File: src/rtl/bkpt_pkg.sv
package bkpt_pkg;

    localparam int NUM_CMP   = 8;
    localparam int VAL_BASE  = 4;
    localparam int NUM_VAL   = NUM_CMP - VAL_BASE;
    localparam int ATTR_W    = 8;
    localparam int CTX_W     = 2;
    localparam int REG_W     = 32;
    localparam int REG_AW    = 5;
    localparam int GRP_CNT   = 2;
    localparam int GRP_STEP  = 16;
    localparam int RSN_W     = NUM_CMP + 2 * NUM_VAL + CTX_W;

    // attribute bit positions
    localparam int AT_CTXF   = 4;
    localparam int AT_GE     = 5;
    localparam int AT_LE     = 6;
    localparam int AT_EN     = 7;

    // register word addresses
    localparam logic [REG_AW-1:0] A_ATTR0 = 5'h10;
    localparam logic [REG_AW-1:0] A_TRIG  = 5'h18;
    localparam logic [REG_AW-1:0] A_RSN   = 5'h19;

    typedef enum logic [1:0] {
        K_PC    = 2'd0,
        K_DADDR = 2'd1,
        K_RDVAL = 2'd2,
        K_WRVAL = 2'd3
    } cmp_kind_e;

    typedef enum logic {
        HL_WATCH = 1'b0,
        HL_HELD  = 1'b1
    } hl_state_e;

    function automatic cmp_kind_e kind_of(input int idx);
        return cmp_kind_e'(idx / 2);
    endfunction

endpackage

File: src/rtl/bkpt_cmp.sv
module bkpt_cmp
    import bkpt_pkg::*;
#(
    parameter int DATA_W     = 32,
    parameter bit RELATIONAL = 1'b0
) (
    input  logic [DATA_W-1:0] probe,
    input  logic [DATA_W-1:0] value,
    input  logic [DATA_W-1:0] mask,
    input  logic [ATTR_W-1:0] attr,
    input  logic [CTX_W-1:0]  ctx,
    output logic              hit,
    output logic              le_flag,
    output logic              ge_flag
);

    logic [DATA_W-1:0] probe_m;
    logic [DATA_W-1:0] value_m;
    logic              eq;
    logic              ctx_ok;
    logic              raw;

    // mask bit 1 = don't care
    assign probe_m = probe & ~mask;
    assign value_m = value & ~mask;
    assign eq      = (probe_m == value_m);
    assign ctx_ok  = !attr[AT_CTXF] || attr[ctx];

    generate
        if (RELATIONAL) begin : g_rel
            logic rel_sel;
            assign le_flag = (probe_m <= value_m);
            assign ge_flag = (probe_m >= value_m);
            assign rel_sel = attr[AT_GE] | attr[AT_LE];
            assign raw     = rel_sel ? ((attr[AT_GE] & ge_flag) | (attr[AT_LE] & le_flag))
                                     : eq;
        end else begin : g_eq
            logic unused_rel_bits;
            assign unused_rel_bits = attr[AT_GE] ^ attr[AT_LE];
            assign le_flag = 1'b0;
            assign ge_flag = 1'b0;
            assign raw     = eq;
        end
    endgenerate

    assign hit = attr[AT_EN] & ctx_ok & raw;

endmodule

File: src/rtl/bkpt_regs.sv
module bkpt_regs
    import bkpt_pkg::*;
#(
    parameter int DATA_W = 32
) (
    input  logic                              clk,
    input  logic                              rst_n,
    input  logic                              bus_sel,
    input  logic                              bus_wr,
    input  logic [REG_AW-1:0]                 bus_addr,
    input  logic [REG_W-1:0]                  bus_wdata,
    output logic [NUM_CMP-1:0][DATA_W-1:0]    cmp_val,
    output logic [NUM_CMP-1:0][DATA_W-1:0]    cmp_msk,
    output logic [NUM_CMP-1:0][ATTR_W-1:0]    cmp_attr,
    output logic [NUM_CMP-1:0]                cond_en,
    output logic                              rsn_clr,
    output logic [REG_W-1:0]                  rd_data
);

    localparam int IDX_W = $clog2(NUM_CMP);

    logic                               wr_hit;
    logic                               wr_trig;
    logic [GRP_CNT-1:0][NUM_CMP-1:0]    trig_q;

    assign wr_hit  = bus_sel & bus_wr;
    assign wr_trig = wr_hit && (bus_addr == A_TRIG);
    assign rsn_clr = wr_hit && (bus_addr == A_RSN);

    generate
        for (genvar c = 0; c < NUM_CMP; c++) begin : g_cmp_regs
            logic sel_pair;
            logic sel_attr;
            assign sel_pair = wr_hit && !bus_addr[REG_AW-1]
                              && (bus_addr[IDX_W:1] == IDX_W'(c));
            assign sel_attr = wr_hit && (bus_addr == A_ATTR0 + REG_AW'(c));

            always_ff @(posedge clk or negedge rst_n) begin
                if (!rst_n) begin
                    cmp_val[c]  <= '0;
                    cmp_msk[c]  <= '0;
                    cmp_attr[c] <= '0;
                end else begin
                    if (sel_pair && !bus_addr[0]) cmp_val[c] <= bus_wdata[DATA_W-1:0];
                    if (sel_pair &&  bus_addr[0]) cmp_msk[c] <= bus_wdata[DATA_W-1:0];
                    if (sel_attr)                 cmp_attr[c] <= bus_wdata[ATTR_W-1:0];
                end
            end

            for (genvar g = 0; g < GRP_CNT; g++) begin : g_grp
                logic [1:0] pair;
                assign pair = bus_wdata[GRP_STEP*g + 2*c +: 2];
                always_ff @(posedge clk or negedge rst_n) begin
                    if (!rst_n)
                        trig_q[g][c] <= 1'b0;
                    else if (wr_trig && pair[1])
                        trig_q[g][c] <= pair[0];
                end
            end

            assign cond_en[c] = |{trig_q[1][c], trig_q[0][c]};
        end
    endgenerate

    always_comb begin
        rd_data = '0;
        if (!bus_addr[REG_AW-1]) begin
            if (bus_addr[0])
                rd_data = REG_W'(cmp_msk[bus_addr[IDX_W:1]]);
            else
                rd_data = REG_W'(cmp_val[bus_addr[IDX_W:1]]);
        end else if (!bus_addr[IDX_W]) begin
            rd_data = REG_W'(cmp_attr[bus_addr[IDX_W-1:0]]);
        end else if (bus_addr == A_TRIG) begin
            rd_data = REG_W'({trig_q[1], trig_q[0]});
        end
    end

    // a pair whose strobe bit is 0 leaves its enable unchanged
    a_r8_pair_hold: assert property (@(posedge clk) disable iff (!rst_n)
        (wr_trig && !bus_wdata[1]) |=> $stable(trig_q[0][0]));

    // pair 11 turns the condition on
    a_r8_pair_on: assert property (@(posedge clk) disable iff (!rst_n)
        (wr_trig && bus_wdata[1:0] == 2'b11) |=> trig_q[0][0]);

    // pair 10 turns the group-1 condition off
    a_r8_pair_off: assert property (@(posedge clk) disable iff (!rst_n)
        (wr_trig && bus_wdata[GRP_STEP+1:GRP_STEP] == 2'b10) |=> !trig_q[1][0]);

endmodule

File: src/rtl/bkpt_hitlog.sv
module bkpt_hitlog
    import bkpt_pkg::*;
(
    input  logic                 clk,
    input  logic                 rst_n,
    input  logic [NUM_CMP-1:0]   fire,
    input  logic [NUM_VAL-1:0]   le_in,
    input  logic [NUM_VAL-1:0]   ge_in,
    input  logic [CTX_W-1:0]     ctx,
    input  logic                 clr,
    output logic                 halt_req,
    output logic [RSN_W-1:0]     reason
);

    hl_state_e                state_q;
    hl_state_e                state_d;
    logic                     any_fire;
    logic [NUM_CMP-1:0]       fired_q;
    logic [2*NUM_VAL-1:0]     rel_q;
    logic [2*NUM_VAL-1:0]     rel_new;
    logic [CTX_W-1:0]         ctx_q;
    logic                     capture;

    assign any_fire = |fire;
    assign capture  = any_fire && (state_q == HL_WATCH || clr);

    always_comb begin
        for (int v = 0; v < NUM_VAL; v++) begin
            rel_new[2*v]   = fire[VAL_BASE+v] & le_in[v];
            rel_new[2*v+1] = fire[VAL_BASE+v] & ge_in[v];
        end
    end

    // next state
    always_comb begin
        state_d = state_q;
        unique case (state_q)
            HL_WATCH: state_d = any_fire ? HL_HELD : HL_WATCH;
            HL_HELD:  state_d = (clr && !any_fire) ? HL_WATCH : HL_HELD;
        endcase
    end

    // state register
    always_ff @(posedge clk or negedge rst_n) begin
        if (!rst_n) state_q <= HL_WATCH;
        else        state_q <= state_d;
    end

    // outputs
    always_ff @(posedge clk or negedge rst_n) begin
        if (!rst_n) begin
            halt_req <= 1'b0;
            fired_q  <= '0;
            rel_q    <= '0;
            ctx_q    <= '0;
        end else begin
            halt_req <= any_fire;
            fired_q  <= (clr ? '0 : fired_q) | fire;
            rel_q    <= (clr ? '0 : rel_q) | rel_new;
            if (capture)  ctx_q <= ctx;
            else if (clr) ctx_q <= '0;
        end
    end

    assign reason = {ctx_q, rel_q, fired_q};

    // a halt request always has a logged condition behind it
    a_r3_halt_has_reason: assert property (@(posedge clk) disable iff (!rst_n)
        halt_req |-> (fired_q != '0));

    // without a clear no reason bit drops
    a_r10_sticky: assert property (@(posedge clk) disable iff (!rst_n)
        !clr |=> ((fired_q & $past(fired_q)) == $past(fired_q)));

    // the captured context holds while held and not cleared
    a_r12_ctx_frozen: assert property (@(posedge clk) disable iff (!rst_n)
        (state_q == HL_HELD && !clr) |=> $stable(ctx_q));

    // a clear with no simultaneous hit empties the log
    a_r13_clear_empties: assert property (@(posedge clk) disable iff (!rst_n)
        (clr && !any_fire) |=> (reason == '0 && state_q == HL_WATCH));

    // watching means nothing is logged
    a_r12_watch_empty: assert property (@(posedge clk) disable iff (!rst_n)
        (state_q == HL_WATCH) |-> (reason == '0));

endmodule

File: src/rtl/bkpt_unit.sv
module bkpt_unit
    import bkpt_pkg::*;
#(
    parameter int PC_W    = 16,
    parameter int DADDR_W = 16,
    parameter int DATA_W  = 32
) (
    input  logic                clk,
    input  logic                rst_n,
    input  logic                fetch_vld,
    input  logic [PC_W-1:0]     fetch_pc,
    input  logic                mem_rd,
    input  logic                mem_wr,
    input  logic [DADDR_W-1:0]  mem_addr,
    input  logic [DATA_W-1:0]   mem_rdata,
    input  logic [DATA_W-1:0]   mem_wdata,
    input  logic [1:0]          cur_ctx,
    input  logic                bus_sel,
    input  logic                bus_wr,
    input  logic [4:0]          bus_addr,
    input  logic [31:0]         bus_wdata,
    output logic [31:0]         bus_rdata,
    output logic                halt_req,
    output logic [17:0]         hit_reason
);

    logic [NUM_CMP-1:0][DATA_W-1:0] cmp_val;
    logic [NUM_CMP-1:0][DATA_W-1:0] cmp_msk;
    logic [NUM_CMP-1:0][ATTR_W-1:0] cmp_attr;
    logic [NUM_CMP-1:0]             cond_en;
    logic [NUM_CMP-1:0]             hit;
    logic [NUM_CMP-1:0]             fire;
    logic [NUM_CMP-1:0]             le_all;
    logic [NUM_CMP-1:0]             ge_all;
    logic                           rsn_clr;
    logic [REG_W-1:0]               regs_rd;
    logic [RSN_W-1:0]               reason;
    logic                           unused_lo_flags;

    bkpt_regs #(.DATA_W(DATA_W)) u_regs (
        .clk       (clk),
        .rst_n     (rst_n),
        .bus_sel   (bus_sel),
        .bus_wr    (bus_wr),
        .bus_addr  (bus_addr),
        .bus_wdata (bus_wdata),
        .cmp_val   (cmp_val),
        .cmp_msk   (cmp_msk),
        .cmp_attr  (cmp_attr),
        .cond_en   (cond_en),
        .rsn_clr   (rsn_clr),
        .rd_data   (regs_rd)
    );

    generate
        for (genvar c = 0; c < NUM_CMP; c++) begin : g_cmp
            localparam cmp_kind_e KIND = kind_of(c);
            logic [DATA_W-1:0] probe;
            logic              qual;

            if (KIND == K_PC) begin : g_pc
                assign probe = DATA_W'(fetch_pc);
                assign qual  = fetch_vld;
            end else if (KIND == K_DADDR) begin : g_da
                assign probe = DATA_W'(mem_addr);
                assign qual  = mem_rd | mem_wr;
            end else if (KIND == K_RDVAL) begin : g_rv
                assign probe = mem_rdata;
                assign qual  = mem_rd;
            end else begin : g_wv
                assign probe = mem_wdata;
                assign qual  = mem_wr;
            end

            bkpt_cmp #(
                .DATA_W     (DATA_W),
                .RELATIONAL (c >= VAL_BASE)
            ) u_cmp (
                .probe   (probe),
                .value   (cmp_val[c]),
                .mask    (cmp_msk[c]),
                .attr    (cmp_attr[c]),
                .ctx     (cur_ctx),
                .hit     (hit[c]),
                .le_flag (le_all[c]),
                .ge_flag (ge_all[c])
            );

            assign fire[c] = cond_en[c] & qual & hit[c];
        end
    endgenerate

    assign unused_lo_flags = ^{le_all[VAL_BASE-1:0], ge_all[VAL_BASE-1:0]};

    bkpt_hitlog u_log (
        .clk      (clk),
        .rst_n    (rst_n),
        .fire     (fire),
        .le_in    (le_all[NUM_CMP-1:VAL_BASE]),
        .ge_in    (ge_all[NUM_CMP-1:VAL_BASE]),
        .ctx      (cur_ctx),
        .clr      (rsn_clr),
        .halt_req (halt_req),
        .reason   (reason)
    );

    assign hit_reason = reason;
    assign bus_rdata  = (bus_addr == A_RSN) ? REG_W'(reason) : regs_rd;

    // with no bus activity at all no condition can fire
    a_r9_idle_no_halt: assert property (@(posedge clk) disable iff (!rst_n)
        (!fetch_vld && !mem_rd && !mem_wr) |=> !halt_req);

    // a halt request shows up together with a nonzero reason port
    a_r10_reason_port: assert property (@(posedge clk) disable iff (!rst_n)
        halt_req |-> (hit_reason[NUM_CMP-1:0] != '0));

endmodule

File: config.mk
export PLATFORM = sky130hd
export DESIGN_NAME = bkpt_unit
export DESIGN_NICKNAME = d
export VERILOG_FILES = /design/src/rtl/bkpt_pkg.sv /design/src/rtl/bkpt_cmp.sv /design/src/rtl/bkpt_regs.sv /design/src/rtl/bkpt_hitlog.sv /design/src/rtl/bkpt_unit.sv
export SDC_FILE = /design/constraint.sdc
export NUM_CORES = 1
export LEC_CHECK = 0
export CAP_MARGIN = 40
export CORE_ASPECT_RATIO = 0.6
export CORE_MARGIN = 2
export CORE_UTILIZATION = 55
export CTS_CLUSTER_SIZE = 30
export DETAILED_ROUTE_END_ITERATION = 8
export DONT_BUFFER_PORTS = 1
export PLACE_DENSITY = 0.73
export SETUP_SLACK_MARGIN = 0.05
export SYNTH_ARGS = -nofsm -noshare
export SYNTH_HDL_FRONTEND = slang
export SYNTH_SLANG_ARGS = --single-unit
export TNS_END_PERCENT = 30
File: constraint.sdc
create_clock -name clk -period 3.2 [get_ports clk]
set_clock_uncertainty 0.1 [all_clocks]
set_input_delay 0.64 -clock clk [delete_from_list [all_inputs] [get_ports clk]]
set_output_delay 0.64 -clock clk [all_outputs]
set_load 0.1 [all_outputs]
==> reports/metrics.cfg <==
[status]
outcome=finished with violations
failed_checks=hold timing, slew limit, setup timing

[drt]
ant_nets=0
vias=23500
drtIter0Drc=2847
drc=0
post_drt_wl_per_cell_um=31.5
routed_via_density=6.67
drtPass1Iterations=5
wirelength_um=111000

[placement]
port-buffer-count=0
placedCellCount=3403
postPlaceCellArea_mm2=0.0360
dp_hpwl_um=77300
globalplace.congestion=0.981

[sta]
whs_ns=-0.408
min_period_over_period_pct=106
fmax_ghz=0.296
tightestPinTransition_ns=2.92
min_period_ns=3.38
slew_headroom_pct=-94.4
rsz0062_at_grt=true
slew_viol_final=415
setup_viol=19
setup_slack_ns=-0.180
final-hold-violation-count=222

[finish]
area_delta_synth_final_pct=13.3
stdcell_count=3521
design_area_mm2=0.0385
drive_gt1_share_pct=41.9
final_nets=2916

[min_path]
hold_class=in -> async

[floorplanning]
top_level_ports=193
die_area_mm2=0.0638
start_util_pct=55.7
rows=70
dieHeight_um=197
core_mm2=0.0610
die_x_um=325

[yosys]
synthCells=2588
synthTopCellsByArea=dfrtp_1, mux2_2, mux4_2
synthFlopType=dfrtp_1
ys_ff_latch=612
synth_seq_area_share_pct=45.1
syn_nets=2858
synthArstFlopShare_pct=100
synth_top_area_share_pct=45.1
synth.avg_cell_area_um2=13.1
ys_warn_count=0
synth_edf_count=0
syn_area_mm2=0.0340
synthDistinctLibCells=60
synth.largest_area_cell=dfrtp_1

[cts]
numCtsBuffers=58
cts_tree=built
path_clk_slew_ns=0.06
clkSinkCount=612
cts_hold_buf=1
clockRootBuffer=clkbuf_16
htreeDepth=2
insertion_delay_ns=0.65
clock_path_buffers=3

[worst_setup_path]
critPathArrivalTime_ns=2.64
start_kind=flop
crit_fanout=3
end_kind=output port
cp.required_ns=2.46
worstSetupPathType=reg -> out

[global_routing]
antenna_found_initial=2
first_global_vias=23300
grt_use_total_pct=34.9
grt_pass1_wl_um=163000
grt_max_degree=613
grt_overflow=0

[power_and_ir_drop]
p_seq_share_pct=43.5
vdd_ir_drop_max_v=0.000439
clkPwrFrac_pct=32.8
p_switching_mw=6.85
p_int_mw=15.6
leakage_nw=17.1
power_density_mw_per_mm2=582
comb_power_share_pct=23.7
switching_share_pct=30.6
p_total_mw=22.4

[flow_run]
maxCapViolations=0

==> through the flow <==
stage	util, %	setup slack (ns)	hold WS [ns]	TNS [ns]
after global placement	59.0	-0.898	0.269	-6.79
after detailed placement	59.0	-0.780	0.268	-6.03
after floorplan	-	0.0161	0.244	0
after global routing	63.1	-0.180	-0.425	-1.60
final	63.2	-0.180	-0.408	-1.12
after CTS	62.6	-0.169	-0.421	-0.903
==> final timing paths <==
path	startpoint	endpoint	slack (ns)	depth (start not counted)
max	u_regs.cmp_msk[103]	bus_rdata[7]	-0.18	5
min	rst_n	u_regs.cmp_msk[137]	-0.41	0
max reg2reg	u_regs.cmp_msk[231]	u_log.state_q	-0.08	13
min reg2reg	u_regs.cmp_attr[21]	u_regs.cmp_attr[21]	0.41	1
max in group asynchronous	rst_n	u_regs.cmp_msk[194]	0.88	0
min in group clk	bus_wdata[22]	u_regs.cmp_val[118]	0.03	2
==> sequential cells by signal, indices dropped and copies added (netlist names) <==
| name | flops |
|---|---|
| u_regs.cmp_msk | 256 |
| u_regs.cmp_val | 256 |
| u_regs.cmp_attr | 64 |
| u_regs.trig_q | 16 |
| u_log.fired_q | 8 |
| u_log.rel_q | 8 |
| u_log.ctx_q | 2 |
| u_log.halt_req | 1 |
| u_log.state_q | 1 |
==> power groups by stage <==
stage / registers, mW / clock network [mW] / logic, mW
final: 9.76 / 7.35 / 5.31
after global routing: 9.86 / 7.72 / 5.59
after CTS: 9.70 / 7.38 / 5.07
after detailed placement: 9.83 / 0 / 4.93
after global placement: 9.76 / 0 / 4.82
after floorplan: 9.68 / 0 / 3.51
==> placed cells by master (no fill, tap or decap), types with 14 or more instances in the layout <==
master,instances
dfrtp_1,607
mux2_2,577
mux4_2,184
nand2b_1,161
nor2b_1,140
ha_1,122
buf_4,115
nand2_1,100
clkbuf_16,61
inv_1,56
xnor2_1,52
a21oi_1,48
nand4_1,39
o22ai_1,36
o21ai_0,32
nor2_1,22
buf_12,19
clkbuf_8,17
nor2b_4,15
nand3_1,15
o211ai_1,14
o2111ai_1,14
mux2i_1,14
==> per-layer routing <==
layer	GRT usage [%]	wire (um)	vias up
met5	0	10	-
met4	8.47	2840	2
met3	14.4	16000	173
met2	46.8	44600	1285
met1	52.2	47400	12400
li1	-	-	9665
==> cell type report <==
class	instances	area (um^2)
Clock buffer	91	1810
Multi-Input combinational cell	1764	18500
Clock inverter	14	184
Sequential cell	612	15300
Antenna cell	2	5.00
Timing Repair Buffer	144	1370
Fill cell	4538	22500
Tap cell	828	1040
Inverter	66	253
==> synth_stat cells, types with 2 or more instances <==
master / n
dfrtp_1: 612
a21o_1: 10
a21oi_2: 4
nor2b_1: 157
xor2_1: 12
nor4b_1: 4
ha_1: 128
a2111o_1: 3
nor3_2: 4
mux4_2: 184
a21boi_0: 2
nor2_1: 22
clkbuf_1: 58
nor4_1: 13
buf_4: 9
nor4_2: 2
nand3_1: 17
nand2_1: 117
o21ai_1: 7
a222oi_1: 4
nor3_1: 13
xnor2_1: 52
nand2b_1: 168
a221oi_1: 2
mux2i_1: 16
buf_2: 62
a221oi_2: 2
and2_1: 4
nand4_1: 39
inv_1: 66
o22ai_1: 44
o21ai_0: 43
buf_1: 16
o211ai_1: 14
o31a_2: 2
o2bb2ai_1: 2
a21oi_1: 56
o2111ai_1: 14
o31ai_4: 2
or4_4: 4
or4_1: 3
mux2_2: 577
==> logic make-up (layout without fill, tap and decap cells) <==
| logic type | Yosys count | after routing | share of synthesized area, % |
|---|---|---|---|
| and+or+nand+nor | 574 | 574 | 9.72 |
| DFF | 612 | 612 | 45.1 |
| other | 0 | 2 | 0 |
| adders and majority gates | 128 | 128 | 4.71 |
| muxes | 777 | 777 | 31.8 |
| buffers and inverters | 212 | 315 | 2.69 |
| xor gates and xnor gates | 64 | 64 | 1.65 |
| AOI/OAI and AO/OA | 221 | 221 | 4.35 |
==> repair_timing <==
item	CTS	global route
resized for setup	39	49
endpoints found under the hold margin	613	612
pin swaps	12	34
endpoints found under the setup margin	29	27
setup buffers	1	9
==> worst max-delay path, stage by stage (launching register included) <==
cell,delay (ns)
dfrtp_1,0.41
mux4_2,0.53
mux4_2,0.55
o21ai_4,0.23
nand2_4,0.10
buf_12,0.18
(Power assumes the default switching activity.)
